`config.mk`:
```
export PLATFORM = sky130hd
export DESIGN_NAME = vend_ctrl
export DESIGN_NICKNAME = d
export VERILOG_FILES = /design/src/rtl/vend_pkg.sv /design/src/rtl/vend_coin_qual.sv /design/src/rtl/vend_next_state.sv /design/src/rtl/vend_state_reg.sv /design/src/rtl/vend_ctrl.sv
export SDC_FILE = /design/constraint.sdc
export NUM_CORES = 1
export LEC_CHECK = 0
export BUFFER_PORTS_ARGS = -buffer_cell sky130_fd_sc_hd__buf_2
export CAP_MARGIN = 25
export CORE_AREA = 2 2 39 41
export CTS_CLUSTER_SIZE = 8
export DETAILED_ROUTE_END_ITERATION = 10
export DIE_AREA = 0 0 41 43
export SYNTH_ARGS = -nofsm -noshare
export SYNTH_HDL_FRONTEND = slang
export SYNTH_HIERARCHICAL = 1
export SYNTH_SLANG_ARGS = --single-unit
```
`constraint.sdc`:
```
create_clock -name clk -period 4.5 [get_ports clk]
set_input_delay 0.225 -clock clk [delete_from_list [all_inputs] [get_ports clk]]
set_output_delay 0.225 -clock clk [all_outputs]
set_load 0.02 [all_outputs]
```
`src/rtl/vend_pkg.sv`:
```
// Package: shared encodings for the vending controller.
// Assumes credit steps are 5 cents and the price is three steps.
package vend_pkg;
    localparam int CREDIT_W   = 2;
    localparam int NICKEL_STP = 1;
    localparam int DIME_STP   = 2;
    localparam int PRICE_STP  = 3;

    // Credit held in 5-cent steps; the top code is "price reached".
    typedef enum logic [CREDIT_W-1:0] {
        CR_ZERO = 2'd0,
        CR_FIVE = 2'd1,
        CR_TEN  = 2'd2,
        CR_FULL = 2'd3
    } credit_e;

    // Qualified coin event for one cycle.
    typedef enum logic [1:0] {
        COIN_NONE   = 2'd0,
        COIN_NICKEL = 2'd1,
        COIN_DIME   = 2'd2
    } coin_e;
endpackage

```
`src/rtl/vend_coin_qual.sv`:
```
// Module: turns the two raw coin pulses into one qualified coin event.
// Assumes pulses are already synchronous; a simultaneous pair is dropped.
module vend_coin_qual
    import vend_pkg::*;
(
    input  logic  nickel_i,
    input  logic  dime_i,
    output coin_e coin_o
);
    // Classify the coin lines; both high counts as no coin.
    always_comb begin
        unique case ({dime_i, nickel_i})
            2'b01:   coin_o = COIN_NICKEL;
            2'b10:   coin_o = COIN_DIME;
            default: coin_o = COIN_NONE;
        endcase
    end
endmodule

```
`src/rtl/vend_next_state.sv`:
```
// Module: next-credit logic for the vending controller.
// Adds coin steps with saturation at the price; leaves full state afresh.
module vend_next_state
    import vend_pkg::*;
(
    input  credit_e cur_i,
    input  coin_e   coin_i,
    output credit_e nxt_o
);
    localparam int SUM_W = CREDIT_W + 1;

    logic [SUM_W-1:0] steps;
    logic [SUM_W-1:0] sum;

    // Convert the coin event into a step count.
    always_comb begin
        unique case (coin_i)
            COIN_NICKEL: steps = SUM_W'(NICKEL_STP);
            COIN_DIME:   steps = SUM_W'(DIME_STP);
            default:     steps = '0;
        endcase
    end

    // Add to current credit; saturate at the price so overpay is absorbed.
    always_comb begin
        sum = {1'b0, cur_i} + steps;
        if (cur_i == CR_FULL) begin
            nxt_o = credit_e'(steps[CREDIT_W-1:0]);
        end else if (sum >= SUM_W'(PRICE_STP)) begin
            nxt_o = CR_FULL;
        end else begin
            nxt_o = credit_e'(sum[CREDIT_W-1:0]);
        end
    end
endmodule

```
`src/rtl/vend_state_reg.sv`:
```
// Module: the two credit flip-flops with synchronous active-low reset.
// Assumes rst_n is synchronous to clk.
module vend_state_reg
    import vend_pkg::*;
(
    input  logic    clk,
    input  logic    rst_n,
    input  credit_e d_i,
    output credit_e q_o
);
    // Register the next credit, clearing it on reset.
    always_ff @(posedge clk) begin
        if (!rst_n) q_o <= CR_ZERO;
        else        q_o <= d_i;
    end

    AST_FULL_LEAVES: assert property (@(posedge clk) disable iff (!rst_n)
        (q_o == CR_FULL) |=> (q_o != CR_FULL));
endmodule

```
`src/rtl/vend_ctrl.sv`:
```
// Module: top of the coin-accumulating vending controller (Moore).
// Releases one item once 15 cents are credited; no change is given.
// Assumes each coin is a one-cycle pulse synchronous to clk.
module vend_ctrl
    import vend_pkg::*;
(
    input  logic clk,
    input  logic rst_n,
    input  logic nickel_i,
    input  logic dime_i,
    output logic open_o
);
    coin_e   coin;
    credit_e credit_q;
    credit_e credit_d;

    vend_coin_qual u_qual (
        .nickel_i (nickel_i),
        .dime_i   (dime_i),
        .coin_o   (coin)
    );

    vend_next_state u_next (
        .cur_i  (credit_q),
        .coin_i (coin),
        .nxt_o  (credit_d)
    );

    vend_state_reg u_reg (
        .clk   (clk),
        .rst_n (rst_n),
        .d_i   (credit_d),
        .q_o   (credit_q)
    );

    // Decode the release strobe from the state only.
    always_comb open_o = (credit_q == CR_FULL);

    AST_NICKEL_STEP: assert property (@(posedge clk) disable iff (!rst_n)
        (credit_q == CR_ZERO && nickel_i && !dime_i) |=> (credit_q == CR_FIVE));
    AST_DIME_STEP: assert property (@(posedge clk) disable iff (!rst_n)
        (credit_q == CR_FIVE && dime_i && !nickel_i) |=> open_o);
    AST_ONE_PULSE: assert property (@(posedge clk) disable iff (!rst_n)
        open_o |=> !open_o);
    AST_FULL_IDLE: assert property (@(posedge clk) disable iff (!rst_n)
        (open_o && !nickel_i && !dime_i) |=> (credit_q == CR_ZERO));
    AST_PAIR_HOLD: assert property (@(posedge clk) disable iff (!rst_n)
        (!open_o && nickel_i && dime_i) |=> $stable(credit_q));
    AST_FULL_DIME: assert property (@(posedge clk) disable iff (!rst_n)
        (open_o && dime_i && !nickel_i) |=> (credit_q == CR_TEN));
    AST_IDLE_HOLD: assert property (@(posedge clk) disable iff (!rst_n)
        (!open_o && !nickel_i && !dime_i) |=> $stable(credit_q));
endmodule

```
### Word-level counts from Yosys, hierarchy flattened

Cells that the tools add are included.
Widths: inputs -> output; s select.

| storage, ports and cells | value |
|---|---|
| bits in registers | 2 |
| input port bits | 4 |
| output and inout bits | 1 |
| logic and storage cells | 12 |

| cells by class | value |
|---|---|
| $add $sub $neg | 1 |
| order comparisons | 1 |
| equal/unequal tests | 5 |
| mux-type cells | 4 |

Operator list:

| operator | count |
|---|---|
| $pmux 2 s2 | 2 |
| $eq 2x2->1 const B | 3 |
| $eq 2x1->1 const B | 2 |
| $mux 2 | 2 |
| $add 2x2->3 | 1 |
| $ge 3x2->1 const B | 1 |

### Logic depth before layout (Yosys ltp)

Gate-level depths: netlist of run 1.

| depth | value |
|---|---|
| depth in word-level cells | 8 |
| mapped depth | 7 |
| depth with buffers taken out | 7 |

### Cells and area by module

The synthesis of run 1 kept the hierarchy.

Modules (own cells, without submodules):

| module | times used | cells an instance | area an instance (µm²) | sequential area each (µm²) |
|---|---|---|---|---|
| vend_next_state | 1 | 8 | 80.1 | 0.0 |
| vend_state_reg | 1 | 4 | 52.6 | 40.0 |
| vend_coin_qual | 1 | 2 | 15.0 | 0.0 |
| vend_ctrl | 1 | 1 | 6.3 | 0.0 |

### Worst setup path after synthesis of run 1

OpenSTA, ideal clock, no wires.

| timing path | value |
|---|---|
| path kind | input-to-reg |
| from | input port dime_i |
| to | register u_reg.q_o[1] |
| setup time | 0.115 ns |
| data arrival time | 1.635 ns |
| required time | 4.385 ns |
| path slack | 2.750 ns |
| stages on the path | 7 |
| path buffers | 0 |
| path through | and2b_2 > nor2b_1 > ha_1 > fa_1 > a2bb2oi_1 > a31o_2 > and2_1 |

| between the ends | value |
|---|---|
| longest elaborated chain between the ends | 8 |
| elaborated cells between the ends (all ways) | 10 |
| those cells by class | 1 x add/sub; 1 x order compare; 4 x eq/ne; 4 x mux |

Ends and longest elaborated chain:

| what | line | text |
|---|---|---|
| start, declared | vend_ctrl.sv:10 | `input logic dime_i,` |
| $eq 2x2->1 / $eq 2x1->1 (equally long branches) | vend_coin_qual.sv:12 | `unique case ({dime_i, nickel_i})` |
| $pmux 2 s2 (*) | vend_coin_qual.sv:12 |  |
| $eq 2x2->1 / $eq 2x1->1 (equally long branches) | vend_next_state.sv:17 | `unique case (coin_i)` |
| $pmux 2 s2 (*) | vend_next_state.sv:17 |  |
| $add 2x2->3 | vend_next_state.sv:26 | `sum = {1'b0, cur_i} + steps;` |
| $ge 3x2->1 | vend_next_state.sv:29 | `end else if (sum >= SUM_W'(PRICE_STP)) begin` |
| $mux 2 | vend_next_state.sv:29 |  |
| $mux 2 (*) | vend_next_state.sv:27 | `if (cur_i == CR_FULL) begin` |
| net credit_d[1] | vend_ctrl.sv:15 | `credit_e credit_d;` |
| end signal, assigned | vend_state_reg.sv:14 | `else q_o <= d_i;` |
| end, declared | vend_state_reg.sv:9 | `output credit_e q_o` |

The timed path passes the listed nets; every way through them passes the cells marked *.
A chain may end at the register's enable or synchronous reset.

### Worst setup path in the final report of run 1

| timing path | value |
|---|---|
| from | input port dime_i |
| to | register u_reg.q_o[1] |

| between the ends | value |
|---|---|
| longest elaborated chain between the ends | 8 |
| elaborated cells between the ends (all ways) | 10 |
| those cells by class | 1 x add/sub; 1 x order compare; 4 x eq/ne; 4 x mux |

Ends and longest elaborated chain:

| what | line | text |
|---|---|---|
| $eq 2x2->1 / $eq 2x1->1 (equally long branches) | vend_coin_qual.sv:12 |  |
| $pmux 2 s2 (*) | vend_coin_qual.sv:12 |  |
| net coin[0] | vend_ctrl.sv:13 | `coin_e coin;` |
| $eq 2x2->1 / $eq 2x1->1 (equally long branches) | vend_next_state.sv:17 |  |
| $pmux 2 s2 (*) | vend_next_state.sv:17 |  |
| $add 2x2->3 | vend_next_state.sv:26 |  |
| $ge 3x2->1 | vend_next_state.sv:29 |  |
| $mux 2 | vend_next_state.sv:29 |  |
| $mux 2 (*) | vend_next_state.sv:27 |  |
| net credit_d[1] | vend_ctrl.sv:15 |  |

Marks and branches as above.

==> results.ini, run 1 <==
[synthesis]
ys.flop_type=dfxtp_1
synth_xor_area_share_pct=0
synth.distinct_cells=9
syn-cell-area_um2=154
synth_top_family_by_area=simple AND/OR/NAND/NOR gates
ys_seq_area_share_pct=26.0
synthSimpleGateAreaFrac_pct=30.1
synth_compound_area_share_pct=22.8
synth_area_leader_cell=dfxtp_1
synth_enable_flop_cells=0
netlist_instances=15
syn_nets=21
synthAdderAreaFrac_pct=21.1
async_flop_share_pct=0
ys_warn_count=6
ys_seq_elements=2
synthTopCellsByCount=and2_1, nor2b_1, a2bb2oi_1, dfxtp_1
synth_top_area_share_pct=26.0
synth_mux_area_share_pct=0
syn-mean-instance-area_um2=10.3
synth_area_leaders=dfxtp_1, fa_1, and2_1

[die]
core-area_um2=1380
start_util_pct=11.1
die_y_um=43
rows=14
die_x_um=41
pin_count=5
fp.dieArea_um2=1760

[worst_setup_path]
reg2reg_depth=5
start_kind=primary input
path_depth=8
path_delay_family=adder cells
worstSetupEndpointType=flop
cp.required_ps=4610
arrival_ps=1810
worstPathMaxFanout=2
reg2reg_to=u_reg/q_o[1]$_SDFF_PN0_
crit_type=in -> reg
rrSetupSlack_ps=2870
crit_path_top_delay_cell=fa_1
cp_num_buf_inv=1
max_stage_delay_ps=410
timing.rr.start=u_reg/q_o[0]$_SDFF_PN0_
crit_chain=buf_2 > and2b_2 > nor2b_1 > ha_1 > fa_1 > a2bb2oi_1 > a31o_2 > and2_1

[route]
firstDrtPassIters=2
num_vias=138
viasPerCell=3.63
wl_per_cell_um=7.68
drt_iter0_drc=2
drc=0
drt-total-wl_um=292
detail-route-antenna-nets=0

[cts]
cts_tree=done
cts-root-buf=clkbuf_4
clock_latency_ps=230
postCtsSetupBuffers=0
clk_pin_slew_ps=30
ctsHoldBuffers=0
clock_sinks=2
cts_resized=0
h-tree-depth=1
ctsLongestPathBuffers=2
cts_buffers=3

[timing]
fin_setup_tns_ps=0
period_needed_ps=1700
layout_setup_ws_ps=2800
tightest_slew_ps=229
setup-violations-final=0
slew_headroom_pct=84.7
final_hold_viol_count=0
skew_ps=3.47
finalCritPeriodShare_pct=37.8
maxSlewViolCount=0
fmax_ghz=0.588
rsz0062_at_grt=false

[flow_run]
cap_violations=0

[global_route]
grt_pass1_wl_um=476
overflow=0
grt_max_degree=7
grt_use_total_pct=4.32
antenna_found_initial=0
grt_pass1_vias=130

[placed_design]
dp.cells=35
gp_congestion=0.568
numPortBuffers=4
pre_cts_ws_ps=2580

[min_path]
hold_class=in -> reg
holdPathStages=2
hp-start=rst_n
whs_endpoint=u_reg/q_o[1]$_SDFF_PN0_

[final_layout]
layout-drive-gt1-share_pct=40.9
reg.largest.list=u_reg/q_o: 2 flops
syn_to_final_growth_pct=40.7
largest_register_ffs=2
fin_nets=30
finalNonFillerCells=38
antenna_cells=0
largest-register=u_reg/q_o

[outcome]
status=finished, final reports clean

[pwr]
p_per_area_nw_per_um2=384
p_leak_nw=0.101
ir_drop_uv=86.6

==> per-stage QoR <==
| stage | hold slack [ps] | total power, W | utilization (%) | cell area, µm² |
|---|---|---|---|---|
| finish | 223 | 0.0000831 | 15.6 | 216 |
| global route | 239 | 0.0000889 | 15.6 | 216 |
| CTS | 210 | 0.0000861 | 15.6 | 216 |
| detailed placement | 445 | 0.0000421 | 14.0 | 194 |
| global placement | 441 | 0.0000415 | 14.0 | 194 |
| floorplan | 347 | 0.0000378 | - | 154 |
==> cells in the final DEF (no fill, tap or decap) <==
cell type | Yosys | final
a2bb2oi_1 | 2 | 2
dfxtp_1 | 2 | 2
a31o_1 | 1 | 1
and2b_2 | 1 | 1
nor2b_1 | 3 | 3
a31o_2 | 1 | 1
fa_1 | 1 | 1
ha_1 | 1 | 1
buf_2 | 0 | 4
clkbuf_4 | 0 | 3
and2_1 | 3 | 3
==> kinds of logic (layout without fill, tap and decap cells) <==
group,Yosys count,count (layout)
buf+inv,0,7
flops,2,2
fa+ha+maj,2,2
compound gates,4,4
simple gates,7,7
==> worst max-delay path by stage <==
| stage | slack (ps) | to | start |
|---|---|---|---|
| after floorplan | 2750 | u_reg/q_o[1]$_SDFF_PN0_ | dime_i |
| after global placement | 2610 | u_reg/q_o[1]$_SDFF_PN0_ | dime_i |
| after detailed placement | 2580 | u_reg/q_o[1]$_SDFF_PN0_ | dime_i |
| after CTS | 2810 | u_reg/q_o[1]$_SDFF_PN0_ | dime_i |
| after global routing | 2760 | u_reg/q_o[1]$_SDFF_PN0_ | dime_i |
| final | 2800 | u_reg/q_o[1]$_SDFF_PN0_ | dime_i |
==> cell type report <==
class	count	area [µm²]
clock buffers	3	22.5
well taps	16	20.0
flip-flops and latches	2	40.0
multi-input cells	13	114
fillers	159	1170
repair buffers	4	20.0
==> per-layer routing <==
layer / vias to the layer above / routed length [µm] / global-route usage, %
li1: 69 / - / -
met1: 66 / 110 / 3.54
met4: 0 / 0 / 4.00
met3: 0 / 17 / 1.57
met2: 3 / 165 / 7.19
met5: - / 0 / 0
==> power by group <==
group | switching (W) | total (W) | internal, W
Clock | 0.0000116 | 0.0000411 | 0.0000296
Sequential | 0.00000396 | 0.0000244 | 0.0000205
Combinational | 0.00000620 | 0.0000175 | 0.0000113
==> worst register-to-register path: cells and delay by family (launching register included) <==
kind / cells / cell delay [ps]
compound gates: 2 / 370
fa+ha+maj: 2 / 600
flops: 1 / 400
simple gates: 1 / 150
(Power assumes the default switching activity.)
==> inputs of run 2 (changes only) <==
clock period = 1.35 ns   (was 4.5 ns; I/O delays follow)
==> results.ini, run 2 (synthesis gave the netlist of run 1 again) <==
[outcome]
status=complete, but fails checks  ; was finished, final reports clean
failed_checks=setup timing

[placed_design]
dp_hpwl_um=230
gp_congestion=0.536  ; was 0.568
numPortBuffers=4  ; unchanged
pre_cts_ws_ps=-364  ; was 2580 ps

[final_layout]
layout_commonest_cell=buf_2  ; unchanged
largest-register=u_reg/q_o  ; unchanged
largest_register_ffs=2  ; unchanged
antenna_cells=0  ; unchanged
fin_nets=32  ; was 30
syn_to_final_growth_pct=71.5  ; was 40.7%
reg.largest.list=u_reg/q_o: 2 flops  ; unchanged
fill_cells=163  ; was 159
postLayoutCoreUtil_pct=19.1  ; was 15.6%
layout_common_cells=buf_2, and2_1, clkbuf_4  ; was buf_2, and2_1, clkbuf_4, nor2b_1
layout-drive-gt1-share_pct=70.8  ; was 40.9%

[route]
detail-route-antenna-nets=0  ; unchanged
viasPerCell=3.55  ; was 3.63
firstDrtPassIters=1  ; was 2
drt_iter0_drc=0  ; was 2
drc=0  ; unchanged
num_vias=142  ; was 138
drt-total-wl_um=340  ; was 292 µm
wl_per_cell_um=8.50  ; was 7.68 µm

[worst_setup_path]
start_kind=flop  ; was primary input
worstPathMaxFanout=2  ; unchanged
worstSetupEndpointType=flop  ; unchanged
crit_type=reg -> reg  ; was in -> reg
arrival_ps=1640  ; was 1810 ps
cp.required_ps=1460  ; was 4610 ps

[global_route]
grt_pass1_vias=161  ; was 130
grt_use_total_pct=5.42  ; was 4.32%
overflow=0  ; unchanged
antenna_found_initial=0  ; unchanged
grt_pass1_wl_um=558  ; was 476 µm
grt_max_degree=6  ; was 7

[die]
fp.dieArea_um2=1760  ; unchanged
die_x_um=41  ; unchanged
pin_count=5  ; unchanged
rows=14  ; unchanged
start_util_pct=11.1  ; unchanged
die_y_um=43  ; unchanged
core-area_um2=1380  ; unchanged

[cts]
clk_pin_slew_ps=30  ; about the same
clock_latency_ps=220  ; was 230 ps
cts_tree=done  ; unchanged
clock_sinks=2  ; unchanged
postCtsSetupBuffers=0  ; unchanged
ctsLongestPathBuffers=2  ; unchanged
cts_buffers=3  ; unchanged
cts-root-buf=clkbuf_4  ; unchanged
h-tree-depth=1  ; unchanged

[timing]
final_hold_viol_count=0  ; unchanged
slew_headroom_pct=83.9  ; was 84.7%
fmax_ghz=0.654
setup-violations-final=2  ; was 0
fin_setup_tns_ps=-254  ; was 0 ps
rsz0062_at_grt=true  ; was false
period_needed_ps=1530
hold_ws_ps=60.5  ; was 223 ps
finalCritPeriodShare_pct=113
maxSlewViolCount=0  ; unchanged
skew_ps=1.42  ; was 3.47 ps
tightest_slew_ps=241  ; was 229 ps
layout_setup_ws_ps=-180  ; was 2800 ps

[flow_run]
cap_violations=0  ; unchanged

[pwr]
p_leak_nw=0.114  ; was 0.101 nW
fin_total_pwr_w=0.000304  ; was 0.0000831 W
p_per_area_nw_per_um2=1150  ; was 384 nW/µm²
ir_drop_uv=390  ; was 86.6 µV

[min_path]
hold_class=in -> reg  ; unchanged

-- run 2: cell count changes in the layout (fill, tap and decap cells not counted), sizes merged --
cell | before | now
buf | 4 | 6
-- run 2: where the power goes --
group | total (W) | internal, W | leakage (nW) | switching, W
clock | 0.000133 | 0.0000981 | 0.0138 | 0.0000344
sequential | 0.0000765 | 0.0000692 | 0.0169 | 0.00000726
combinational | 0.0000951 | 0.0000566 | 0.0830 | 0.0000386
-- run 2: layer usage --
layer / up-vias / part of all wire [%] / track usage, % / wire, µm
met3: 0 / 5.6 / 3.14 / 19
met2: 3 / 53 / 5.94 / 180
met4: 0 / 0 / 8.00 / 0
met1: 66 / 41 / 5.45 / 140
li1: 73 / - / - / -
met5: - / 0 / 0 / 0
-- run 2: through the flow --
stage | cells | area (µm²)
final | 40 | 264
after global routing | 40 | 264
after CTS | 40 | 253
after detailed placement | 37 | 219
after global placement | 37 | 219
after floorplan | 15 | 164
-- run 2: area by class of cell --
type / instances / area (µm²) / share of cell area [%]
tap: 16 / 20.0 / 7.58
timing repair buffer: 6 / 35.0 / 13.3
clock buffer: 3 / 22.5 / 8.53
multi-input combinational: 13 / 145 / 55.0
sequential: 2 / 41.3 / 15.6
-- run 2: timing repair --
item	4_1_cts	5_1_grt
gates resized for setup	2	3
pin swaps	1	3
endpoints found under the setup margin	2	2
hold buffers	0	0
-- run 2: worst paths after layout --
check	slack, ps	depth (start not counted)	startpoint	endpoint
max	-180	5	u_reg/q_o[0]$_SDFF_PN0_	u_reg/q_o[1]$_SDFF_PN0_
min	60	2	rst_n	u_reg/q_o[0]$_SDFF_PN0_
max reg2reg	-180	5	u_reg/q_o[0]$_SDFF_PN0_	u_reg/q_o[1]$_SDFF_PN0_
min reg2reg	760	3	u_reg/q_o[0]$_SDFF_PN0_	u_reg/q_o[0]$_SDFF_PN0_
-- run 2: critical path, stage by stage, from the launching register on --
cell and delay, ps:
dfxtp_2 320, ha_4 160, fa_2 460, a2bb2oi_2 140
a31o_2 220, and2_1 130
